$ cat src/rtl/clock12_pkg.sv
package clock12_pkg;
  localparam int ONES_W   = 4;
  localparam int TENS_W   = 3;
  localparam int ONES_TOP = 9;
  localparam int MIN_TENS_TOP = 5;
  localparam int HOUR_TENS_RELOAD_AT = 2;
  typedef logic [ONES_W-1:0] ones_t;
  typedef logic [TENS_W-1:0] tens_t;
endpackage

$ cat src/rtl/clock12_tick_edge.sv
module clock12_tick_edge #(
  parameter int SYNC_STAGES = 2
) (
  input  logic clk,
  input  logic rst,
  input  logic tick_in,
  output logic rise_o
);
  logic [SYNC_STAGES:0] pipe_q;

  always_ff @(posedge clk) begin
    if (rst) begin
      pipe_q <= '0;
      rise_o <= 1'b0;
    end else begin
      pipe_q <= {pipe_q[SYNC_STAGES-1:0], tick_in};
      rise_o <= pipe_q[SYNC_STAGES-1] & ~pipe_q[SYNC_STAGES];
    end
  end
endmodule

$ cat src/rtl/clock12_prescale.sv
module clock12_prescale #(
  parameter int DIV = 50
) (
  input  logic clk,
  input  logic rst,
  input  logic step_i,
  output logic pulse_o
);
  localparam int CW = (DIV > 1) ? $clog2(DIV) : 1;
  localparam logic [CW-1:0] LAST = CW'(DIV - 1);

  logic [CW-1:0] cnt_q;

  always_ff @(posedge clk) begin
    if (rst) begin
      cnt_q   <= '0;
      pulse_o <= 1'b0;
    end else begin
      pulse_o <= 1'b0;
      if (step_i) begin
        if (cnt_q == LAST) begin
          cnt_q   <= '0;
          pulse_o <= 1'b1;
        end else begin
          cnt_q <= cnt_q + 1'b1;
        end
      end
    end
  end
endmodule

$ cat src/rtl/clock12_bcd_pair.sv
module clock12_bcd_pair
  import clock12_pkg::*;
#(
  parameter int TENS_LAST = MIN_TENS_TOP
) (
  input  logic  clk,
  input  logic  rst,
  input  logic  adv_i,
  output ones_t ones_o,
  output tens_t tens_o,
  output logic  carry_o
);
  localparam ones_t ONES_LAST = ones_t'(ONES_TOP);
  localparam tens_t TENS_END  = tens_t'(TENS_LAST);

  logic ones_wrap;
  assign ones_wrap = (ones_o == ONES_LAST);
  assign carry_o   = adv_i && ones_wrap && (tens_o == TENS_END);

  always_ff @(posedge clk) begin
    if (rst) begin
      ones_o <= '0;
      tens_o <= '0;
    end else if (adv_i) begin
      if (ones_wrap) begin
        ones_o <= '0;
        tens_o <= (tens_o == TENS_END) ? '0 : tens_o + 1'b1;
      end else begin
        ones_o <= ones_o + 1'b1;
      end
    end
  end
endmodule

$ cat src/rtl/clock12_hour_stage.sv
module clock12_hour_stage
  import clock12_pkg::*;
(
  input  logic  clk,
  input  logic  rst,
  input  logic  adv_i,
  output ones_t ones_o,
  output logic  tens_o
);
  localparam ones_t ONES_LAST = ones_t'(ONES_TOP);
  localparam ones_t NOON_ONES = ones_t'(HOUR_TENS_RELOAD_AT);

  always_ff @(posedge clk) begin
    if (rst) begin
      ones_o <= NOON_ONES;
      tens_o <= 1'b1;
    end else if (adv_i) begin
      if (tens_o && ones_o == NOON_ONES) begin
        ones_o <= ones_t'(1);
        tens_o <= 1'b0;
      end else if (ones_o == ONES_LAST) begin
        ones_o <= '0;
        tens_o <= 1'b1;
      end else begin
        ones_o <= ones_o + 1'b1;
      end
    end
  end
endmodule

$ cat src/rtl/clock12_chain.sv
module clock12_chain
  import clock12_pkg::*;
#(
  parameter int TICK_DIV    = 50,
  parameter int SYNC_STAGES = 2
) (
  input  logic       clk,
  input  logic       rst,
  input  logic       tick_50hz,
  output logic       hr_tens,
  output logic [3:0] hr_ones,
  output logic [2:0] min_tens,
  output logic [3:0] min_ones,
  output logic [2:0] sec_tens,
  output logic [3:0] sec_ones
);
  localparam int NUM_PAIRS = 2;

  logic tick_rise;
  logic sec_en;
  logic [NUM_PAIRS:0] adv;
  ones_t pair_ones [NUM_PAIRS];
  tens_t pair_tens [NUM_PAIRS];

  clock12_tick_edge #(.SYNC_STAGES(SYNC_STAGES)) edge_i (
    .clk(clk), .rst(rst), .tick_in(tick_50hz), .rise_o(tick_rise)
  );

  clock12_prescale #(.DIV(TICK_DIV)) pre_i (
    .clk(clk), .rst(rst), .step_i(tick_rise), .pulse_o(sec_en)
  );

  assign adv[0] = sec_en;

  for (genvar g = 0; g < NUM_PAIRS; g++) begin : g_pair
    clock12_bcd_pair #(.TENS_LAST(MIN_TENS_TOP)) pair_i (
      .clk(clk), .rst(rst), .adv_i(adv[g]),
      .ones_o(pair_ones[g]), .tens_o(pair_tens[g]), .carry_o(adv[g+1])
    );
  end

  clock12_hour_stage hour_i (
    .clk(clk), .rst(rst), .adv_i(adv[NUM_PAIRS]),
    .ones_o(hr_ones), .tens_o(hr_tens)
  );

  assign sec_ones = pair_ones[0];
  assign sec_tens = pair_tens[0];
  assign min_ones = pair_ones[1];
  assign min_tens = pair_tens[1];
endmodule

$ cat config.mk
export PLATFORM = sky130hd
export DESIGN_NAME = clock12_chain
export DESIGN_NICKNAME = d
export VERILOG_FILES = /design/src/rtl/clock12_pkg.sv /design/src/rtl/clock12_tick_edge.sv /design/src/rtl/clock12_prescale.sv /design/src/rtl/clock12_bcd_pair.sv /design/src/rtl/clock12_hour_stage.sv /design/src/rtl/clock12_chain.sv
export SDC_FILE = /design/constraint.sdc
export NUM_CORES = 1
export LEC_CHECK = 0
export BUFFER_PORTS_ARGS = -buffer_cell sky130_fd_sc_hd__buf_4
export CELL_PAD_IN_SITES_DETAIL_PLACEMENT = 1
export CELL_PAD_IN_SITES_GLOBAL_PLACEMENT = 2
export CORE_MARGIN = 2
export CORE_UTILIZATION = 31
export CTS_CLUSTER_SIZE = 30
export DETAILED_ROUTE_END_ITERATION = 12
export GPL_TIMING_DRIVEN = 0
export PLACE_DENSITY = 0.82
export SLEW_MARGIN = 20
export SYNTH_ARGS = -nofsm -noshare
export SYNTH_HDL_FRONTEND = slang
export SYNTH_SLANG_ARGS = --single-unit
$ cat constraint.sdc
create_clock -name clk -period 3.19 [get_ports clk]
set_input_delay 0.638 -clock clk [delete_from_list [all_inputs] [get_ports clk]]
set_output_delay 0.638 -clock clk [all_outputs]
set_load 0.01 [all_outputs]
==> run summary <==
Layout cell share with drive strength beyond 1 = 20.44%
DRC viols = 0
Crit path cell chain = nand3b_1 -> clkbuf_1 -> nor4_2 -> mux2i_1 -> nor2_1
Min Tclk post-route = 1.812 ns
Finished Layout Cells = 233
RSZ-0062 raised after global routing = false
DP Wirelength = 2.316 mm
Fin. Hold Viols = 0
Peak VDD IR = 0.2057 mV
Worst-Margin Slew = 0.5455 ns
Synth Cell Area = 1393 um^2
CTS Buf Count = 5
Outcome = finished, final reports clean
Routed WL = 3.139 mm
Max stage delay on crit path = 0.44 ns
Sequential area share after synthesis = 43.13%
CTS max path bufs = 2
Die area = 5045 um^2
Setup crit start kind = flop
Fin nets = 185
Core Box Area = 4354 um^2
WP data arrival = 1.96 ns
Drt wl/cell = 13.47 um
Worst-Skew Late Latency = 0.28 ns
Via count = 1179
Number of global-route vias before repair = 1113
Postcts setup bufs = 0
PwrDens = 421.1 nW/um^2
Final setup violation count = 0
Crit path capture type = flop
WS Path Type = reg -> reg
Starting Density = 31.98%
Placement Rows = 24
Post-CTS Resized = 0
Root Driver = clkbuf_8
Syn_area_per_cell = 9.162 um^2
Detailed Route Iter0 Violations = 22
Placed cell count = 225
Clock skew = 0.004969 ns
Syn-to-layout area delta = 22.55%
DR pass1 iterations = 4
CTS tree = yes
Relative slew margins = 63.63%
GRT Total Usage = 13.01%
Leakage = 0.6592 nW
Largest net degree at the start of global routing = 11
Crit-path max FO = 10
Max-cap violation count = 0
Max Freq = 551.9 MHz
CTS Hold Bufs = 0
Initial antenna violation count = 0
Fin worst setup slack = 1.378 ns
Gate Count Post-Synth = 152
Via/cell ratio = 5.060
Setup Total Neg Slack = 0 ns
Grt ovf = 0
First-pass GRT wire length = 5.244 mm
Port Buf Inserts = 21
Yosys warnings = 0
Antenna cells = 0
Pins Over Slew Limit = 0
H-tree levels = 2
Antenna viol nets, final = 0
Net count after synthesis = 157
Die width = 71.03 um
# IOs = 22
CP required = 3.34 ns
CTS clk-pin slew, worst paths = 0.07 ns
Seq cells post-synth = 30
Hold WC Path Type = reg -> reg
Final GP Congestion = 0.7346
CP max stage cell = nor4_2
Pre-CTS setup slack = 1.226 ns
CTS sink count = 30
Count of cell types in the netlist = 42
Die Height = 71.03 um
Tcrit/Tclk final = 56.80%
worst max-delay path: cells and delay by family, from the launching register on:
family | cells | cell delay, ns
flops | 1 | 0.36
simple gates | 3 | 0.78
buf+inv | 1 | 0.28
mux | 1 | 0.26
Yosys cell counts:
| cell | count | area share (%) |
|---|---|---|
| dfxtp_1 | 30 | 43 |
| nor2_1 | 24 | 6.5 |
| nor2b_1 | 8 | 3.6 |
| nand2_1 | 7 | 1.9 |
| xnor2_1 | 7 | 4.4 |
| clkbuf_1 | 6 | 1.6 |
| a21oi_1 | 5 | 1.8 |
| inv_1 | 5 | 1.3 |
| nor4_1 | 5 | 2.2 |
| o21ai_0 | 5 | 1.8 |
| nand4bb_1 | 4 | 3.2 |
| xor2_1 | 4 | 2.5 |
| mux2i_1 | 3 | 2.2 |
| nand2b_1 | 3 | 1.3 |
| nand3_1 | 3 | 1.1 |
| a211oi_1 | 2 | 1.1 |
| ha_1 | 2 | 1.8 |
| nand3b_1 | 2 | 1.1 |
| nand4_1 | 2 | 0.90 |
| nor3_1 | 2 | 0.72 |
| nor3b_1 | 2 | 1.1 |
| a21oi_2 | 1 | 0.63 |
| a311oi_1 | 1 | 0.63 |
| a31oi_1 | 1 | 0.45 |
| a41oi_1 | 1 | 0.63 |
| and2_1 | 1 | 0.45 |
| and2b_1 | 1 | 0.54 |
| and4_1 | 1 | 0.63 |
| buf_6 | 1 | 0.81 |
| mux2_2 | 1 | 0.81 |
| nand4b_2 | 1 | 1.1 |
| nor4_2 | 1 | 0.90 |
| nor4_4 | 1 | 1.5 |
| nor4bb_1 | 1 | 0.72 |
| o211a_1 | 1 | 0.72 |
| o311ai_0 | 1 | 0.63 |
| o41ai_1 | 1 | 0.63 |
| or2_2 | 1 | 0.45 |
| or3_1 | 1 | 0.45 |
| or3_4 | 1 | 0.81 |
| or3b_1 | 1 | 0.63 |
| or3b_2 | 1 | 0.63 |
area by class of cell:
type | instances | area (um^2)
buffer | 7 | 33.78
inverter | 5 | 18.77
sequential | 30 | 600.6
clock inverter | 1 | 5.005
tap | 52 | 65.06
multi-input combinational | 110 | 739.5
clock buffer | 7 | 86.33
fill | 526 | 2648
timing repair buffer | 21 | 157.7
metal layers:
| metal | routed length [um] | track usage [%] | share of wire, % | vias to the layer above |
|---|---|---|---|---|
| li1 | - | - | - | 584 |
| met1 | 1492 | 16.49 | 48 | 573 |
| met2 | 1512 | 21.50 | 48 | 17 |
| met3 | 92 | 2.991 | 2.9 | 5 |
| met4 | 42 | 5.031 | 1.3 | 0 |
| met5 | 0 | 0 | 0 | - |
through the flow:
stage / hold WS (ns) / cell area (um^2) / util [%] / power [mW]
2_1_floorplan: 0.3674 / 1393 / - / 0.4043
3_3_place_gp: 0.3720 / 1615 / 37.10 / 0.4138
3_5_place_dp: 0.3802 / 1615 / 37.10 / 0.4152
4_1_cts: 0.3895 / 1707 / 39.20 / 0.7301
5_1_grt: 0.4126 / 1707 / 39.20 / 0.7547
6_report: 0.3848 / 1707 / 39.20 / 0.7186
registers in the layout (all words and copies together), names as in the netlist:
name	count
g_pair.pair_i.ones_o	8
g_pair.pair_i.tens_o	6
pre_i.cnt_q	6
hour_i.ones_o	4
edge_i.pipe_q	3
edge_i.rise_o	1
hour_i.tens_o	1
pre_i.pulse_o	1
report_power, final:
group	internal [mW]	total (mW)	switching (mW)	leakage [nW]
sequential	0.379	0.382	0.00342	0.243
clock	0.174	0.312	0.138	0.0482
combinational	0.00957	0.0243	0.0147	0.368
cells in the final DEF, fill, tap and decap left out, types with 4 or more instances in the layout:
cell type   n
o21ai_0     5
buf_4      21
xnor2_1     7
clkbuf_1    7
nand4bb_1   4
nor4_1      5
nor2b_1     8
clkbuf_8    6
nor2_1     24
xor2_1      4
inv_1       5
dfxtp_1    30
a21oi_1     5
nand2_1     7
cells by family (layout without fill, tap and decap cells):
kind of cell             after synthesis  after routing  share of synthesized area (%)
AND/OR/NAND/NOR                       74             74                          32.44
flip-flops                            30             30                          43.13
AO/OA/AOI/OAI                         19             19                          8.985
buffers and inverters                 12             41                          3.774
XOR/XNOR                              11             11                          6.918
multiplexers                           4              4                          2.965
adder cells (fa/ha/maj)                2              2                          1.797
path summary, 6_finish.rpt:
| path | from | endpoint | slack [ns] | depth (start not counted) |
|---|---|---|---|---|
| setup / recovery | g_pair[0].pair_i.ones_o[1]$_SDFFE_PP0P_ | g_pair[1].pair_i.tens_o[1]$_SDFFE_PP0P_ | 1.38 | 5 |
| hold / removal | edge_i.pipe_q[2]$_SDFF_PP0_ | edge_i.rise_o$_SDFF_PP0_ | 0.38 | 1 |
| setup reg to reg | g_pair[0].pair_i.ones_o[1]$_SDFFE_PP0P_ | g_pair[1].pair_i.tens_o[1]$_SDFFE_PP0P_ | 1.38 | 5 |
| hold reg to reg | edge_i.pipe_q[2]$_SDFF_PP0_ | edge_i.rise_o$_SDFF_PP0_ | 0.38 | 1 |
Power figures use the tool's default switching activity.
